==> src/rtl/mbs_pkg.sv <==
package mbs_pkg;
  localparam int unsigned ADDR_W  = 8;
  localparam int unsigned DATA_W  = 8;
  localparam int unsigned SEL_W   = 2;
  localparam int unsigned NBANK   = 2 ** SEL_W;
  localparam int unsigned OFF_W   = ADDR_W - SEL_W;
  localparam int unsigned DEPTH   = 2 ** OFF_W;
  localparam int unsigned GPI_N   = 2;
  localparam int unsigned GPO_N   = 2;
  localparam int unsigned RAM_IDX = 0;
  localparam int unsigned FB_IDX  = NBANK - 1;

  typedef logic [SEL_W-1:0]  bank_t;
  typedef logic [OFF_W-1:0]  off_t;
  typedef logic [DATA_W-1:0] byte_t;
endpackage

==> src/rtl/mbs_decode.sv <==
module mbs_decode
  import mbs_pkg::*;
(
  input  logic              clk_i,
  input  logic              rst_ni,
  input  logic              en_i,
  input  logic              re_i,
  input  logic              we_i,
  input  logic [ADDR_W-1:0] addr_i,
  output logic [NBANK-1:0]  rd_stb_o,
  output logic [NBANK-1:0]  wr_stb_o,
  output bank_t             bank_o,
  output off_t              off_o,
  output logic              collide_o
);
  logic rd_ok, wr_ok;

  assign bank_o    = addr_i[ADDR_W-1 -: SEL_W];
  assign off_o     = addr_i[OFF_W-1:0];
  assign rd_ok     = en_i & re_i & ~we_i;
  assign wr_ok     = en_i & we_i & ~re_i;
  assign collide_o = en_i & re_i & we_i;

  for (genvar b = 0; b < NBANK; b++) begin : g_sel
    logic hit;
    assign hit         = (bank_o == bank_t'(b));
    assign rd_stb_o[b] = rd_ok & hit;
    assign wr_stb_o[b] = wr_ok & hit;
  end

  p_one_bank_r2: assert property (@(posedge clk_i) disable iff (!rst_ni)
    $onehot0(rd_stb_o | wr_stb_o));
  p_no_stb_collide_r5: assert property (@(posedge clk_i) disable iff (!rst_ni)
    (en_i && re_i && we_i) |-> ((rd_stb_o == '0) && (wr_stb_o == '0)));
  p_no_stb_off_r4: assert property (@(posedge clk_i) disable iff (!rst_ni)
    (!en_i) |-> ((rd_stb_o == '0) && (wr_stb_o == '0)));
endmodule

==> src/rtl/mbs_ram_bank.sv <==
module mbs_ram_bank
  import mbs_pkg::*;
(
  input  logic                  clk_i,
  input  logic                  rst_ni,
  input  logic                  rd_stb_i,
  input  logic                  wr_stb_i,
  input  off_t                  off_i,
  input  byte_t                 wdata_i,
  input  logic [GPI_N*DATA_W-1:0] gpi_i,
  output logic [GPO_N*DATA_W-1:0] gpo_o,
  output byte_t                 rdata_o
);
  localparam int unsigned GPI_BASE = DEPTH - GPI_N - GPO_N;
  localparam int unsigned GPO_BASE = DEPTH - GPO_N;
  localparam off_t GPI_BASE_O = off_t'(GPI_BASE);
  localparam off_t GPO_BASE_O = off_t'(GPO_BASE);

  byte_t mem_q [GPI_BASE];
  byte_t gpo_q [GPO_N];
  byte_t rd_val;

  always_comb begin
    rd_val = '0;
    if (off_i < GPI_BASE_O) begin
      rd_val = mem_q[off_i];
    end else begin
      for (int k = 0; k < GPI_N; k++)
        if (off_i == off_t'(GPI_BASE + k)) rd_val = gpi_i[k*DATA_W +: DATA_W];
      for (int k = 0; k < GPO_N; k++)
        if (off_i == off_t'(GPO_BASE + k)) rd_val = gpo_q[k];
    end
  end

  always_ff @(posedge clk_i or negedge rst_ni) begin
    if (!rst_ni) begin
      for (int k = 0; k < GPI_BASE; k++) mem_q[k] <= '0;
    end else if (wr_stb_i && off_i < GPI_BASE_O) begin
      mem_q[off_i] <= wdata_i;
    end
  end

  for (genvar k = 0; k < GPO_N; k++) begin : g_gpo
    always_ff @(posedge clk_i or negedge rst_ni) begin
      if (!rst_ni)                                        gpo_q[k] <= '0;
      else if (wr_stb_i && off_i == off_t'(GPO_BASE + k)) gpo_q[k] <= wdata_i;
    end
    assign gpo_o[k*DATA_W +: DATA_W] = gpo_q[k];
  end

  always_ff @(posedge clk_i or negedge rst_ni) begin
    if (!rst_ni)       rdata_o <= '0;
    else if (rd_stb_i) rdata_o <= rd_val;
  end

  p_gpo_hold_r7: assert property (@(posedge clk_i) disable iff (!rst_ni)
    !(wr_stb_i && off_i >= GPO_BASE_O) |=> $stable(gpo_o));
endmodule

==> src/rtl/mbs_fb_bank.sv <==
module mbs_fb_bank
  import mbs_pkg::*;
(
  input  logic  clk_i,
  input  logic  rst_ni,
  input  logic  rd_stb_i,
  input  logic  wr_stb_i,
  input  off_t  off_i,
  input  byte_t wdata_i,
  output byte_t rdata_o
);
  // 32x16 pixels, 8 per byte
  byte_t pix_q [DEPTH];

  always_ff @(posedge clk_i or negedge rst_ni) begin
    if (!rst_ni) begin
      for (int k = 0; k < DEPTH; k++) pix_q[k] <= '0;
    end else if (wr_stb_i) begin
      pix_q[off_i] <= wdata_i;
    end
  end

  always_ff @(posedge clk_i or negedge rst_ni) begin
    if (!rst_ni)       rdata_o <= '0;
    else if (rd_stb_i) rdata_o <= pix_q[off_i];
  end
endmodule

==> src/rtl/mbs_top.sv <==
module mbs_top
  import mbs_pkg::*;
(
  input  logic                    clk_i,
  input  logic                    rst_ni,
  input  logic                    en_i,
  input  logic                    re_i,
  input  logic                    we_i,
  input  logic [ADDR_W-1:0]       addr_i,
  input  logic [DATA_W-1:0]       wdata_i,
  input  logic [GPI_N*DATA_W-1:0] gpi_i,
  output logic [DATA_W-1:0]       rdata_o,
  output logic                    drive_o,
  output logic                    err_o,
  output logic [GPO_N*DATA_W-1:0] gpo_o
);
  logic [NBANK-1:0] rd_stb, wr_stb;
  bank_t            bank, bank_q;
  off_t             off;
  logic             collide;
  byte_t            bank_rd [NBANK];

  mbs_decode u_dec (
    .clk_i, .rst_ni, .en_i, .re_i, .we_i, .addr_i,
    .rd_stb_o (rd_stb), .wr_stb_o (wr_stb),
    .bank_o (bank), .off_o (off), .collide_o (collide)
  );

  for (genvar b = 0; b < NBANK; b++) begin : g_bank
    if (b == RAM_IDX) begin : g_ram
      mbs_ram_bank u_ram (
        .clk_i, .rst_ni,
        .rd_stb_i (rd_stb[b]), .wr_stb_i (wr_stb[b]),
        .off_i (off), .wdata_i, .gpi_i, .gpo_o,
        .rdata_o (bank_rd[b])
      );
    end else if (b == FB_IDX) begin : g_fb
      mbs_fb_bank u_fb (
        .clk_i, .rst_ni,
        .rd_stb_i (rd_stb[b]), .wr_stb_i (wr_stb[b]),
        .off_i (off), .wdata_i,
        .rdata_o (bank_rd[b])
      );
    end else begin : g_empty
      assign bank_rd[b] = '0;
    end
  end

  always_ff @(posedge clk_i or negedge rst_ni) begin
    if (!rst_ni) begin
      drive_o <= 1'b0;
      err_o   <= 1'b0;
      bank_q  <= '0;
    end else begin
      drive_o <= |rd_stb;
      err_o   <= collide;
      if (|rd_stb) bank_q <= bank;
    end
  end

  assign rdata_o = drive_o ? bank_rd[bank_q] : '0;

  p_idle_off_r4: assert property (@(posedge clk_i) disable iff (!rst_ni)
    (!en_i) |=> (!drive_o && !err_o && rdata_o == '0));
  p_collide_r5: assert property (@(posedge clk_i) disable iff (!rst_ni)
    (en_i && re_i && we_i) |=> (err_o && !drive_o));
  p_empty_zero_r8: assert property (@(posedge clk_i) disable iff (!rst_ni)
    (en_i && re_i && !we_i && bank != bank_t'(RAM_IDX) && bank != bank_t'(FB_IDX))
      |=> (drive_o && rdata_o == '0));
  p_read_drives_r3: assert property (@(posedge clk_i) disable iff (!rst_ni)
    (en_i && re_i && !we_i) |=> drive_o);
endmodule

==> config.mk <==
export PLATFORM = sky130hd
export DESIGN_NAME = mbs_top
export DESIGN_NICKNAME = d
export VERILOG_FILES = /design/src/rtl/mbs_pkg.sv /design/src/rtl/mbs_decode.sv /design/src/rtl/mbs_ram_bank.sv /design/src/rtl/mbs_fb_bank.sv /design/src/rtl/mbs_top.sv
export SDC_FILE = /design/constraint.sdc
export NUM_CORES = 2
export LEC_CHECK = 0
export BUFFER_PORTS_ARGS = -buffer_cell sky130_fd_sc_hd__clkbuf_2
export CAP_MARGIN = 0
export CORE_ASPECT_RATIO = 0.8
export CORE_MARGIN = 4
export CORE_UTILIZATION = 65
export CTS_BUF_LIST = sky130_fd_sc_hd__clkbuf_4 sky130_fd_sc_hd__clkbuf_8
export CTS_CLUSTER_SIZE = 28
export DETAILED_ROUTE_END_ITERATION = 12
export GPL_TIMING_DRIVEN = 1
export PLACE_DENSITY = 0.8
export SETUP_SLACK_MARGIN = 0.02
export SKIP_CTS_REPAIR_TIMING = 1
export SLEW_MARGIN = 20
export SYNTH_ARGS = -nofsm -noshare
export SYNTH_HDL_FRONTEND = slang
export SYNTH_SLANG_ARGS = --single-unit
==> constraint.sdc <==
create_clock -name clk_i -period 2.85 [get_ports clk_i]
set_clock_uncertainty 0.15 [all_clocks]
set_input_delay 0 -clock clk_i [delete_from_list [all_inputs] [get_ports clk_i]]
set_output_delay 0 -clock clk_i [all_outputs]
set_load 0.02 [all_outputs]
Word level (Yosys, flattened, before mapping)
Cells that the tools add are included.
Operators by class
  mux-type cells: 19
  reduce and logical (&&, ||, !) cells: 6
  add/subtract/negate cells: 0
  equality and inequality tests: 7
  bitwise operators: 15
  multiply operators: 0
  $lt $le $gt $ge: 4
  shift operators: 0
  div/mod/pow operators: 0
Operator list (count)
  512-bit bitwise mux: 1
  480-bit bitwise mux: 1
  8-bit 2-to-1 mux: 13
  8-bit binary-select mux with 6-bit select: 2
  8-bit demux with 6-bit select: 1
  6-bit == test (second input constant): 4
  8-bit binary-select mux with 2-bit select: 1
  1-bit AND: 11
  7-bit greater-or-equal comparator (second input constant): 1
  7-bit by 1-bit less-than comparator with 1-bit output (second input constant): 1
  6-bit inverter with 7-bit output: 1
  6-bit less-than comparator (second input constant): 1
  2-bit == test (second input constant): 2
  1-bit logical AND: 4
  4-bit OR reduction: 1
  3-bit greater-or-equal comparator (second input constant): 1
  2-bit inverter with 3-bit output: 1
  2-bit by 1-bit == test with 1-bit output (second input constant): 1
  2-bit logical NOT: 1
  1-bit inverter: 2
Word-level totals
  memory bits (writable): 0
  latch bits: 0
  input port bits: 37
  bits in read-only memories: 0
  memories kept: 0
  register bits: 1028
  logic and storage cells: 182

Logic depth before layout (Yosys ltp)
  depth in word-level cells: 6
  depth in mapped cells: 10
  depth with buffers taken out: 5

Modules after synthesis
Synthesis repeated with hierarchy kept, for this count alone.
Second synthesis, totals
  cells, all modules: 3259
  area, all modules: 48096.1 um^2
Modules (own cells, without submodules)
  mbs_fb_bank: area an instance 24222.0 um^2, times used 1, cells each 1719
  mbs_ram_bank: area an instance 23406.2 um^2, times used 1, cells each 1484
  mbs_top: area an instance 336.6 um^2, times used 1, cells each 34
  mbs_decode: area an instance 131.4 um^2, times used 1, cells each 22

Least setup slack after synthesis
OpenSTA, ideal clock, no wires.
  path type: input-to-reg
  from: input addr_i[0]
  to: register g_bank[3].g_fb.u_fb.rdata_o[6]
  path buffers: 3
  setup time: 0.126 ns
  arrival: 1.976 ns
  cell stages on the path: 7
  setup slack: 0.598 ns
  cells stage by stage: buf_4 -> buf_1 -> buf_2 -> mux4_2 -> a32oi_1 -> o211ai_1 -> o32a_1
On the way
  cells in the longest elaborated chain, start to end: 4
RTL lines
  from (decl): line mbs_top.sv:9  | input logic [ADDR_W-1:0] addr_i,
  6-bit inverter with 7-bit output (not written as such): line mbs_fb_bank.sv:25  | else if (rd_stb_i) rdata_o <= pix_q[off_i];
  8-bit binary-select mux with 6-bit select: line mbs_fb_bank.sv:25
  8-bit 2-to-1 mux (not written as such) (2 in a row): line mbs_fb_bank.sv:25
  to (signal assigned): line mbs_fb_bank.sv:25
  to (decl): line mbs_fb_bank.sv:10  | output byte_t rdata_o
No other way between the ends. The select of a mux whose other input is x is not followed.
A chain may end at the register's enable or synchronous reset.

Worst setup path in the final report
  from: input addr_i[1]
  to: register g_bank[0].g_ram.u_ram.rdata_o[5]
On the way
  cells in the longest elaborated chain, start to end: 6
RTL lines
  branches (longest 5 deep; another with 8-bit binary-select mux with 6-bit select)
  8-bit 2-to-1 mux *: line mbs_ram_bank.sv:25  | if (off_i < GPI_BASE_O) begin
  to (signal assigned): line mbs_ram_bank.sv:53  | else if (rd_stb_i) rdata_o <= rd_val;
  to (decl): line mbs_ram_bank.sv:12  | output byte_t rdata_o
Mark *: on every way between the ends. The select of a mux whose other input is x is not followed.

==> impl_metrics.csv <==
group,metric,value,unit
status,outcome,"complete, but fails checks",
status,violations,"setup timing",
placement,dpl.hpwl,80.7,mm
sta,fmax,342,MHz
sta,finalHoldViolations,0,
final_layout,final_util,0.754,
final_layout,ff_latch_area,25700,sq um
sta,fin_ws,-0.0752,ns
floorplanning,core.rowCount,87,
sta,tightestPinTransition,1.11,ns
floorplanning,coreArea,70900,sq um
clock_network,htreeDepth,4,
sta,finalSetupViolCount,1,
setup_path,worstPathArrival,3.47,ns
power,power,29.4,mW
clock_network,cts.sinks,1028,
clock_network,clockBufferDepth,3,
routing,wl_per_cell,28.4,um
sta,slew_viol_final,0,
floorplanning,ios,63,
setup_path,required,3.40,ns
placement,port_buffers,62,
routing,vias_per_cell,6.64,
grt,antenna_found_initial,2,
placement,place_inst,4096,
routing,drt_iter0_markers,2969,
clock_network,cts_tree,"yes",
setup_path,worst_setup_path_end_kind,"flip-flop",
floorplanning,start_util,0.660,
synthesis,syn_area,46800,sq um
floorplanning,die_x,308,um
power,ir_drop,0.542,mV
synthesis,async_flop_share,1.00,
sta,final.setup.tns,-0.0752,ns
synthesis,syn_nets,3113,
synthesis,yosysTopAreaCell,"dfrtp_1",
power,p_leak,26.1,nW
grt,grt-ovfl-total,0,
grt,grt_pass1_wl,193,mm
sta,period_needed,2.93,ns
routing,routed_wirelength,125,mm
grt,grt_pass1_vias,31046,
final_layout,drive_above_1_share,0.515,
synthesis,syn_avg_cell_area,15.2,sq um
clock_network,cts_inserted_buffers,156,
final_layout,final_cell_mix,"dfrtp_1 (1028), mux2_2 (986), buf_4 (232)",
final_layout,stdcell_count,4410,
setup_path,startpoint_type,"input port",
worst_hold_path,hold_path.class,"in -> reg",
floorplanning,die_area,76300,sq um
setup_path,path_class,"in -> reg",
final_layout,fillers,4177,
synthesis,netlist.area_leader.share,0.550,
synthesis,synth_cell_types,47,
placement,pre_cts_ws,-0.0263,ns
synthesis,seq_area_frac_synth,0.550,
grt,grt_max_degree,128,
worst_hold_path,holdPathStages,3,
synthesis,synth_edf_count,0,
setup_path,crit_fanout,50,
final_layout,areaGrowthSynthToFinish,14.2,%
routing,route.detailed.drc,0,
grt,grt_usage,0.336,
setup_path,reg2reg_depth,7,
final_layout,final_nets,3407,
synthesis,synth_top_flop_cell,"dfrtp_1",
final_layout,final_common_cell,"dfrtp_1",
routing,vias,29284,
placement,globalplace.congestion,0.951,
synthesis,ys_ff_latch,1028,
synthesis,synth_warnings,0,
synthesis,syn_inst,3076,
final_layout,multiInputGateArea,20100,sq um
routing,firstDrtPassIters,6,
sta,slew_headroom,0.257,
clock_network,clk_pin_slew,0.07,ns
clock_network,insertion_delay,0.81,ns
clock_network,ctsRootBufferMaster,"clkbuf_8",
flow_run,cap_violations,0,
routing,drtAntennaViolNets,0,
synthesis,ys_top_cells_by_area,"dfrtp_1 (55%), mux2_2 (24%), mux4_2 (10%)",
floorplanning,die_y,248,um
power,power.density,551,nW/um^2
sta,finalCritPeriodShare,1.03,
-- where the power goes --
part	internal, mW	switching (mW)	total [mW]
registers	14.9	0.164	15.0
logic	0.735	1.29	2.02
clock network	6.70	5.70	12.4
-- layer usage --
| metal | vias up | global-route usage | wire length (um) |
|---|---|---|---|
| met3 | 269 | 0.0981 | 13200 |
| met2 | 1434 | 0.499 | 56600 |
| met4 | 0 | 0.117 | 3790 |
| li1 | 12055 | - | - |
| met5 | - | 0 | 0 |
| met1 | 15526 | 0.482 | 51800 |
-- cells in the mapped netlist, drive strengths merged, types with 3 or more instances --
| cell | n |
|---|---|
| dfrtp | 1028 |
| mux2 | 1009 |
| mux4 | 207 |
| clkbuf | 183 |
| mux2i | 171 |
| nor2 | 135 |
| a22oi | 51 |
| buf | 49 |
| nand2 | 44 |
| o22ai | 30 |
| nand3 | 24 |
| o21ai | 19 |
| nor2b | 13 |
| o2111ai | 12 |
| nor4 | 9 |
| o211ai | 9 |
| a21oi | 8 |
| o32a | 7 |
| or3 | 7 |
| a221oi | 5 |
| and3 | 5 |
| o22a | 5 |
| a31oi | 4 |
| nand3b | 4 |
| nand4 | 4 |
| a22o | 3 |
| and2 | 3 |
| nand2b | 3 |
| nor3 | 3 |
| nor3b | 3 |
| or3b | 3 |
-- through the flow --
step	hold slack, ns	cell area (sq um)
after floorplan	-0.446	46800
after global placement	-0.171	49700
after detailed placement	-0.168	49700
after CTS	-1.04	52900
after global routing	0.102	53400
final	0.116	53400
-- worst paths after layout --
path                                                        from                               end  slack [ns]
worst min-delay path                                  wdata_i[6]  g_bank[0].g_ram.u_ram.mem_q[254]        0.12
min in group asynchronous                                 rst_ni    g_bank[3].g_fb.u_fb.pix_q[149]        0.34
max in group asynchronous                                 rst_ni   g_bank[0].g_ram.u_ram.mem_q[47]        1.52
worst min register to register  g_bank[0].g_ram.u_ram.mem_q[348]  g_bank[0].g_ram.u_ram.mem_q[348]        0.33
worst max register to register   g_bank[0].g_ram.u_ram.mem_q[45]  g_bank[0].g_ram.u_ram.rdata_o[5]        0.02
worst max-delay path                                   addr_i[1]  g_bank[0].g_ram.u_ram.rdata_o[5]       -0.08
-- layout make-up --
| class | instances | share of cell area |
|---|---|---|
| Inverter | 2 | 0.000141 |
| Tap cell | 934 | 0.0219 |
| Clock inverter | 19 | 0.00276 |
| Antenna cell | 1 | 0.0000468 |
| Clock buffer | 244 | 0.0564 |
| Sequential cell | 1028 | 0.482 |
| Multi-Input combinational cell | 1814 | 0.377 |
| Timing Repair Buffer | 368 | 0.0604 |
-- critical path, cell delays in order --
cell,delay (ns)
dlygate4sd3_1,0.60
buf_8,0.49
buf_12,0.27
mux4_2,0.43
o21ai_0,0.21
dlygate4sd3_1,0.59
o21ai_0,0.09
dlygate4sd3_1,0.56
nand3_1,0.08
a31oi_1,0.07
-- cells by family (layout without fill, tap and decap cells) --
kind of cell | count (synthesis) | after routing | synth area share
DFF | 1028 | 1028 | 0.550
muxes | 1387 | 1387 | 0.379
buffers and inverters | 234 | 633 | 0.0197
other | 0 | 1 | 0
and+or+nand+nor | 267 | 267 | 0.0265
AOI/OAI and AO/OA | 160 | 160 | 0.0245
-- registers in the layout, indices dropped and copies added, names as in the netlist --
signal                      cells
g_bank.g_ram.u_ram.rdata_o      8
g_bank.g_ram.u_ram.mem_q      480
err_o                           1
g_bank.g_ram.u_ram.gpo_o       16
g_bank.g_fb.u_fb.rdata_o        8
bank_q                          2
g_bank.g_fb.u_fb.pix_q        512
drive_o                         1
No activity file was read; power rests on OpenSTA's default activity.
